**config.mk**
```make
export PLATFORM = sky130hd
export DESIGN_NAME = alu8_core
export DESIGN_NICKNAME = d
export VERILOG_FILES = /design/src/rtl/alu8_pkg.sv /design/src/rtl/alu8_addsub.sv /design/src/rtl/alu8_logic.sv /design/src/rtl/alu8_decadj.sv /design/src/rtl/alu8_core.sv
export SDC_FILE = /design/constraint.sdc
export NUM_CORES = 1
export LEC_CHECK = 0
export BUFFER_PORTS_ARGS = -buffer_cell sky130_fd_sc_hd__buf_2
export CELL_PAD_IN_SITES_DETAIL_PLACEMENT = 1
export CELL_PAD_IN_SITES_GLOBAL_PLACEMENT = 1
export CORE_MARGIN = 4
export CORE_UTILIZATION = 45
export DETAILED_ROUTE_END_ITERATION = 8
export PLACE_DENSITY = 0.83
export SLEW_MARGIN = 20
export SYNTH_ARGS = -nofsm -noshare
export SYNTH_HDL_FRONTEND = slang
export SYNTH_SLANG_ARGS = --single-unit
```
**constraint.sdc**
```tcl
create_clock -name clk -period 7.8 [get_ports clk]
set_input_delay 1.17 -clock clk [delete_from_list [all_inputs] [get_ports clk]]
set_output_delay 1.17 -clock clk [all_outputs]
set_load 0.03 [all_outputs]
```
**src/rtl/alu8_pkg.sv**
```systemverilog
package alu8_pkg;
   localparam int OP_W = 4;
   localparam int FL_W = 8;

   typedef enum logic [OP_W-1:0] {
      OP_ADD = 4'd0,
      OP_ADC = 4'd1,
      OP_SUB = 4'd2,
      OP_SBC = 4'd3,
      OP_AND = 4'd4,
      OP_XOR = 4'd5,
      OP_OR  = 4'd6,
      OP_NEG = 4'd7,
      OP_DAA = 4'd8
   } alu_op_e;

   localparam int FL_C  = 0;
   localparam int FL_N  = 1;
   localparam int FL_PV = 2;
   localparam int FL_X3 = 3;
   localparam int FL_H  = 4;
   localparam int FL_X5 = 5;
   localparam int FL_Z  = 6;
   localparam int FL_S  = 7;

   localparam logic [FL_W-1:0] FLAGS_RST = 8'h40;

   function automatic logic even_par(input logic [7:0] v);
      return ~^v;
   endfunction
endpackage

```
**src/rtl/alu8_addsub.sv**
```systemverilog
module alu8_addsub #(
   parameter int DATA_W = 8,
   parameter int HALF_W = 4
) (
   input  logic [DATA_W-1:0] a,
   input  logic [DATA_W-1:0] b,
   input  logic              sub,
   input  logic              cin,
   output logic [DATA_W-1:0] sum,
   output logic              c_out,
   output logic              h_out,
   output logic              v_out
);
   localparam int LW = HALF_W + 1;
   localparam int FW = DATA_W + 1;

   logic [DATA_W-1:0] bx;
   logic              cx;
   logic [LW-1:0]     lo;
   logic [FW-1:0]     full;

   generate
      if (HALF_W < 1 || HALF_W >= DATA_W) begin : g_bad_half
         $error("alu8_addsub: HALF_W must lie inside the data word");
      end
   endgenerate

   always_comb begin
      bx    = sub ? ~b : b;
      cx    = cin ^ sub;
      lo    = {1'b0, a[HALF_W-1:0]} + {1'b0, bx[HALF_W-1:0]} + LW'(cx);
      full  = {1'b0, a} + {1'b0, bx} + FW'(cx);
      sum   = full[DATA_W-1:0];
      c_out = full[DATA_W] ^ sub;
      h_out = lo[HALF_W] ^ sub;
      v_out = (a[DATA_W-1] == bx[DATA_W-1]) && (full[DATA_W-1] != a[DATA_W-1]);
   end
endmodule

```
**src/rtl/alu8_logic.sv**
```systemverilog
module alu8_logic #(
   parameter int DATA_W        = 8,
   parameter bit AND_SETS_HALF = 1'b1
) (
   input  logic [DATA_W-1:0] a,
   input  logic [DATA_W-1:0] b,
   input  logic [1:0]        sel,
   output logic [DATA_W-1:0] res,
   output logic              h_out
);
   always_comb begin
      case (sel)
         2'b00:   res = a & b;
         2'b01:   res = a ^ b;
         default: res = a | b;
      endcase
   end

   generate
      if (AND_SETS_HALF) begin : g_and_half
         assign h_out = (sel == 2'b00);
      end else begin : g_no_half
         assign h_out = 1'b0;
      end
   endgenerate
endmodule

```
**src/rtl/alu8_decadj.sv**
```systemverilog
module alu8_decadj #(
   parameter int DATA_W = 8,
   parameter int HALF_W = 4
) (
   input  logic [DATA_W-1:0] a,
   input  logic              n_in,
   input  logic              h_in,
   input  logic              c_in,
   output logic [DATA_W-1:0] res,
   output logic              h_out,
   output logic              c_out
);
   localparam logic [HALF_W-1:0] DIGIT_MAX = HALF_W'(9);
   localparam logic [HALF_W-1:0] LO_FIX    = HALF_W'(6);
   localparam logic [DATA_W-1:0] BYTE_MAX  = DATA_W'(8'h99);

   logic              lo_big;
   logic              hi_big;
   logic [DATA_W-1:0] corr;

   generate
      if (DATA_W != 2 * HALF_W) begin : g_bad_width
         $error("alu8_decadj: data word must be two BCD digits");
      end
   endgenerate

   always_comb begin
      lo_big = a[HALF_W-1:0] > DIGIT_MAX;
      hi_big = a > BYTE_MAX;
      corr   = '0;
      if (h_in || lo_big)
         corr[HALF_W-1:0] = LO_FIX;
      if (c_in || hi_big)
         corr[DATA_W-1:HALF_W] = LO_FIX;
      res   = n_in ? (a - corr) : (a + corr);
      c_out = c_in || hi_big;
      h_out = n_in ? (h_in && (a[HALF_W-1:0] < LO_FIX)) : lo_big;
   end
endmodule

```
**src/rtl/alu8_core.sv**
```systemverilog
module alu8_core
   import alu8_pkg::*;
#(
   parameter int DATA_W        = 8,
   parameter int HALF_W        = 4,
   parameter bit AND_SETS_HALF = 1'b1
) (
   input  logic              clk,
   input  logic              rst_n,
   input  logic              op_en,
   input  logic [OP_W-1:0]   op_sel,
   input  logic [DATA_W-1:0] opa,
   input  logic [DATA_W-1:0] opb,
   output logic [DATA_W-1:0] res_q,
   output logic [FL_W-1:0]   flags_q
);
   generate
      if (DATA_W != 8) begin : g_bad_data
         $error("alu8_core: flag layout and parity assume an 8-bit word");
      end
   endgenerate

   logic [DATA_W-1:0] as_a, as_b, as_res;
   logic              as_sub, as_cin, as_c, as_h, as_v;
   logic [DATA_W-1:0] lg_res;
   logic              lg_h;
   logic [DATA_W-1:0] da_res;
   logic              da_h, da_c;
   logic [DATA_W-1:0] nres;
   logic [FL_W-1:0]   nfl;
   logic              upd;

   always_comb begin
      as_a   = opa;
      as_b   = opb;
      as_sub = 1'b0;
      as_cin = 1'b0;
      case (op_sel)
         OP_ADC: as_cin = flags_q[FL_C];
         OP_SUB: as_sub = 1'b1;
         OP_SBC: begin
            as_sub = 1'b1;
            as_cin = flags_q[FL_C];
         end
         OP_NEG: begin
            as_a   = '0;
            as_b   = opa;
            as_sub = 1'b1;
         end
         default: ;
      endcase
   end

   alu8_addsub #(.DATA_W(DATA_W), .HALF_W(HALF_W)) u_addsub (
      .a(as_a), .b(as_b), .sub(as_sub), .cin(as_cin),
      .sum(as_res), .c_out(as_c), .h_out(as_h), .v_out(as_v)
   );

   alu8_logic #(.DATA_W(DATA_W), .AND_SETS_HALF(AND_SETS_HALF)) u_logic (
      .a(opa), .b(opb), .sel(op_sel[1:0]), .res(lg_res), .h_out(lg_h)
   );

   alu8_decadj #(.DATA_W(DATA_W), .HALF_W(HALF_W)) u_decadj (
      .a(opa), .n_in(flags_q[FL_N]), .h_in(flags_q[FL_H]), .c_in(flags_q[FL_C]),
      .res(da_res), .h_out(da_h), .c_out(da_c)
   );

   always_comb begin
      upd  = 1'b1;
      nres = res_q;
      nfl  = flags_q;
      case (op_sel)
         OP_ADD, OP_ADC, OP_SUB, OP_SBC, OP_NEG: begin
            nres        = as_res;
            nfl[FL_C]   = as_c;
            nfl[FL_H]   = as_h;
            nfl[FL_PV]  = as_v;
            nfl[FL_N]   = as_sub;
         end
         OP_AND, OP_XOR, OP_OR: begin
            nres        = lg_res;
            nfl[FL_C]   = 1'b0;
            nfl[FL_H]   = lg_h;
            nfl[FL_PV]  = even_par(lg_res);
            nfl[FL_N]   = 1'b0;
         end
         OP_DAA: begin
            nres        = da_res;
            nfl[FL_C]   = da_c;
            nfl[FL_H]   = da_h;
            nfl[FL_PV]  = even_par(da_res);
         end
         default: upd = 1'b0;
      endcase
      nfl[FL_S]  = nres[DATA_W-1];
      nfl[FL_Z]  = (nres == '0);
      nfl[FL_X5] = 1'b0;
      nfl[FL_X3] = 1'b0;
   end

   always_ff @(posedge clk or negedge rst_n) begin
      if (!rst_n) begin
         res_q   <= '0;
         flags_q <= FLAGS_RST;
      end else if (op_en && upd) begin
         res_q   <= nres;
         flags_q <= nfl;
      end
   end
endmodule

```
==> impl_metrics.xml <==
<?xml version="1.0" encoding="UTF-8"?>
<metrics>
  <group name="synth">
    <metric name="netlist.area_leader.share" unit="">0.173</metric>
    <metric name="synth.area.top_cells" unit="">ha_1, dfrtp_1, xnor2_1</metric>
    <metric name="distinct_cells_synth" unit="">49</metric>
    <metric name="synth.cell_area" unit="sq um">2320</metric>
    <metric name="ys_seq_elements" unit="">13</metric>
    <metric name="synth_ff_type" unit="">dfrtp_1</metric>
    <metric name="synthesis.area_per_instance" unit="sq um">7.67</metric>
    <metric name="synth_async_sr_flop_share" unit="">1.00</metric>
    <metric name="count_of_flip_flops_with_a_built_in_enable_after_synthesis" unit="">0</metric>
    <metric name="fraction_of_the_yosys_area_taken_by_sequential_cells" unit="">0.141</metric>
    <metric name="synthDominantAreaCellType" unit="">ha_1</metric>
    <metric name="synthCells" unit="">302</metric>
    <metric name="synth.yosys.warnings" unit="">0</metric>
  </group>
  <group name="die">
    <metric name="die-height" unit="um">79.7</metric>
    <metric name="dieWidth" unit="um">79.7</metric>
    <metric name="die_area" unit="sq um">6360</metric>
    <metric name="row_count" unit="">25</metric>
    <metric name="io_pins" unit="">39</metric>
    <metric name="fp.coreArea" unit="sq um">4850</metric>
    <metric name="initial_core_util" unit="">0.478</metric>
  </group>
  <group name="timing">
    <metric name="finalSetupViolCount" unit="">0</metric>
    <metric name="timing.fmax" unit="MHz">186</metric>
    <metric name="max_slew_violation_count" unit="">0</metric>
    <metric name="final.setup.tns" unit="ps">0</metric>
    <metric name="finalHoldViolCount" unit="">0</metric>
    <metric name="finClkSkew" unit="ps">5.22</metric>
    <metric name="grt_setup_unrepaired" unit="">no</metric>
    <metric name="timing.final.crit_period" unit="ps">5390</metric>
    <metric name="timing_worst_slew_pin_value" unit="ps">720</metric>
    <metric name="period_share" unit="">0.691</metric>
    <metric name="timing.max_slew.rel_slack" unit="">0.518</metric>
  </group>
  <group name="clock_network">
    <metric name="path_clk_slew" unit="ps">50</metric>
    <metric name="worst_skew_pair.late_latency" unit="ps">250</metric>
    <metric name="cts-buffers-inserted" unit="">3</metric>
    <metric name="clock_tree_from_tritoncts" unit="">built</metric>
    <metric name="h-tree-depth" unit="">1</metric>
    <metric name="postCtsSetupBuffers" unit="">0</metric>
    <metric name="holdBufCountCts" unit="">0</metric>
    <metric name="cts_buffer_depth" unit="">2</metric>
    <metric name="ctsResizeCount" unit="">0</metric>
    <metric name="clock_sink_count" unit="">13</metric>
    <metric name="root_buffer" unit="">clkbuf_8</metric>
  </group>
  <group name="power">
    <metric name="vdd_drop_max" unit="V">0.0000935</metric>
    <metric name="total_leakage_power" unit="nW">1.19</metric>
    <metric name="cellPowerDensity" unit="nW/um^2">187</metric>
    <metric name="overall_power_of_the_completed_layout" unit="uW">471</metric>
  </group>
  <group name="detailed_routing">
    <metric name="vias_per_cell" unit="">5.76</metric>
    <metric name="detail_route.drc_violations" unit="">0</metric>
    <metric name="dr_iter_0_viols" unit="">124</metric>
    <metric name="antenna_left" unit="">0</metric>
    <metric name="post_drt_wl_per_cell" unit="um">17.3</metric>
    <metric name="num_vias" unit="">2246</metric>
    <metric name="wl" unit="um">6730</metric>
    <metric name="dr.pass1.iters" unit="">4</metric>
  </group>
  <group name="grt">
    <metric name="global_route.usage.total" unit="">0.219</metric>
    <metric name="grt_max_degree" unit="">33</metric>
    <metric name="antenna_found_initial" unit="">0</metric>
    <metric name="grt.overflow.total" unit="">0</metric>
    <metric name="first_global_vias" unit="">2246</metric>
    <metric name="grt_pass1_wl" unit="um">11000</metric>
  </group>
  <group name="worst_setup_path">
    <metric name="setup_crit_start_kind" unit="">primary input</metric>
    <metric name="crit_arrival" unit="ps">5550</metric>
    <metric name="end_kind" unit="">flip-flop</metric>
    <metric name="required_time_of_the_worst_setup_path" unit="ps">7960</metric>
    <metric name="cp-startpoint" unit="">op_sel[2]</metric>
    <metric name="timing.setup.critical_path_class" unit="">in2reg</metric>
    <metric name="source_of_the_worst_register_to_register_timing_path" unit="">flags_q[0]</metric>
    <metric name="maximum_fanout_encountered_on_the_critical_timing_path" unit="">16</metric>
  </group>
  <group name="cells_and_area">
    <metric name="layout.cells.non_filler" unit="">390</metric>
    <metric name="layout-drive-gt1-share" unit="">0.142</metric>
    <metric name="layout-area-overhead-vs-synth" unit="%">8.54</metric>
    <metric name="post-route-util" unit="">0.518</metric>
    <metric name="antenna-diode-count" unit="">0</metric>
    <metric name="fin_nets" unit="">381</metric>
  </group>
  <group name="placed_design">
    <metric name="dpl.cell_count" unit="">386</metric>
    <metric name="finalWeightedCongestion" unit="">0.923</metric>
    <metric name="numPortBuffers" unit="">36</metric>
    <metric name="post-dp-hpwl" unit="um">5570</metric>
  </group>
  <group name="worst_hold_path">
    <metric name="worst_hold_startpoint" unit="">res_q[6]</metric>
    <metric name="worst_hold_check_path_type" unit="">reg2reg</metric>
  </group>
  <group name="outcome">
    <metric name="outcome" unit="">finished, final reports clean</metric>
  </group>
  <group name="job">
    <metric name="cap_viol_max_count" unit="">0</metric>
  </group>
</metrics>
[final timing paths]
path	endpoint	slack, ps	cells past startpoint
setup / recovery	flags_q[6]	2410	16
hold / removal	res_q[6]	470	2
setup reg to reg	flags_q[6]	4380	14
hold reg to reg	res_q[6]	470	2
max in group asynchronous	flags_q[6]	6720	1
min in group asynchronous	flags_q[0]	800	1
[power breakdown]
group / internal [mW] / total [mW] / switching [mW]
clock network: 0.0362 / 0.0616 / 0.0254
registers: 0.0810 / 0.0933 / 0.0123
logic: 0.136 / 0.316 / 0.180
[critical path: stages]
cell and delay, ps:
buf_2 150, inv_1 70, nor2_1 570, nand3_1 540, o21ai_0 370, xnor2_1 130
fa_1 450, fa_1 420, a21oi_1 200, o21ai_0 100, a21oi_1 210, xnor2_1 90
a22oi_1 170, o21ai_0 160, or4_1 560, o31ai_2 190
[per-stage QoR]
stage	hold WS [ps]	cell area, sq um	setup WS [ps]
4_1_cts	474	2510	2400
5_1_grt	490	2510	1960
6_report	467	2510	2410
3_3_place_gp	459	2470	2420
2_1_floorplan	486	2320	3130
3_5_place_dp	461	2470	2180
[metal layers]
layer / GRT usage / routed length [um] / vias to the layer above
li1: - / - / 1100
met3: 0.00451 / 218 / 9
met5: 0 / 0 / -
met2: 0.386 / 3250 / 45
met4: 0.0591 / 118 / 0
met1: 0.295 / 3140 / 1092
[synthesized netlist by cell type, types with 3 or more instances]
master / n
ha_1: 32
buf_4: 6
a211oi_1: 7
nor2_1: 16
o21ai_0: 29
a21oi_1: 22
nor2b_1: 7
nor3_1: 4
xor2_1: 7
o21a_1: 5
clkbuf_1: 9
inv_1: 24
a21o_1: 3
and2_1: 3
nand2b_1: 6
a222oi_1: 4
dfrtp_1: 12
nand2_1: 30
xnor2_1: 26
a31oi_1: 10
o211ai_1: 3
[cell usage in the layout, fill, tap and decap left out, types with 7 or more instances in the layout]
cell type and n:
buf_2 36, nand2_1 30, o21ai_0 29, inv_1 24, dfrtp_1 12, a211oi_1 7, a31oi_1 10, ha_1 32
xor2_1 7, xnor2_1 26, a21oi_1 22, nor2_1 16, nor2b_1 7
[layout make-up]
cell class | count | area (sq um)
Multi-Input combinational cell | 246 | 1790
Tap cell | 67 | 83.8
Clock buffer | 4 | 45.0
Inverter | 24 | 90.1
Sequential cell | 13 | 327
Fill cell | 649 | 2330
Timing Repair Buffer | 36 | 180
[cells by family after synthesis]
kind of cell             synth area share
multiplexers                      0.00918
buffers and inverters              0.0886
flip-flops                          0.141
XOR/XNOR                            0.144
adder cells (fa/ha/maj)             0.190
AO/OA/AOI/OAI                       0.276
AND/OR/NAND/NOR                     0.149
other                             0.00162
[state kept, by name, summed over array words and instances (netlist names)]
| signal | flops |
|---|---|
| res_q | 8 |
| flags_q | 5 |
(Power assumes the default switching activity.)
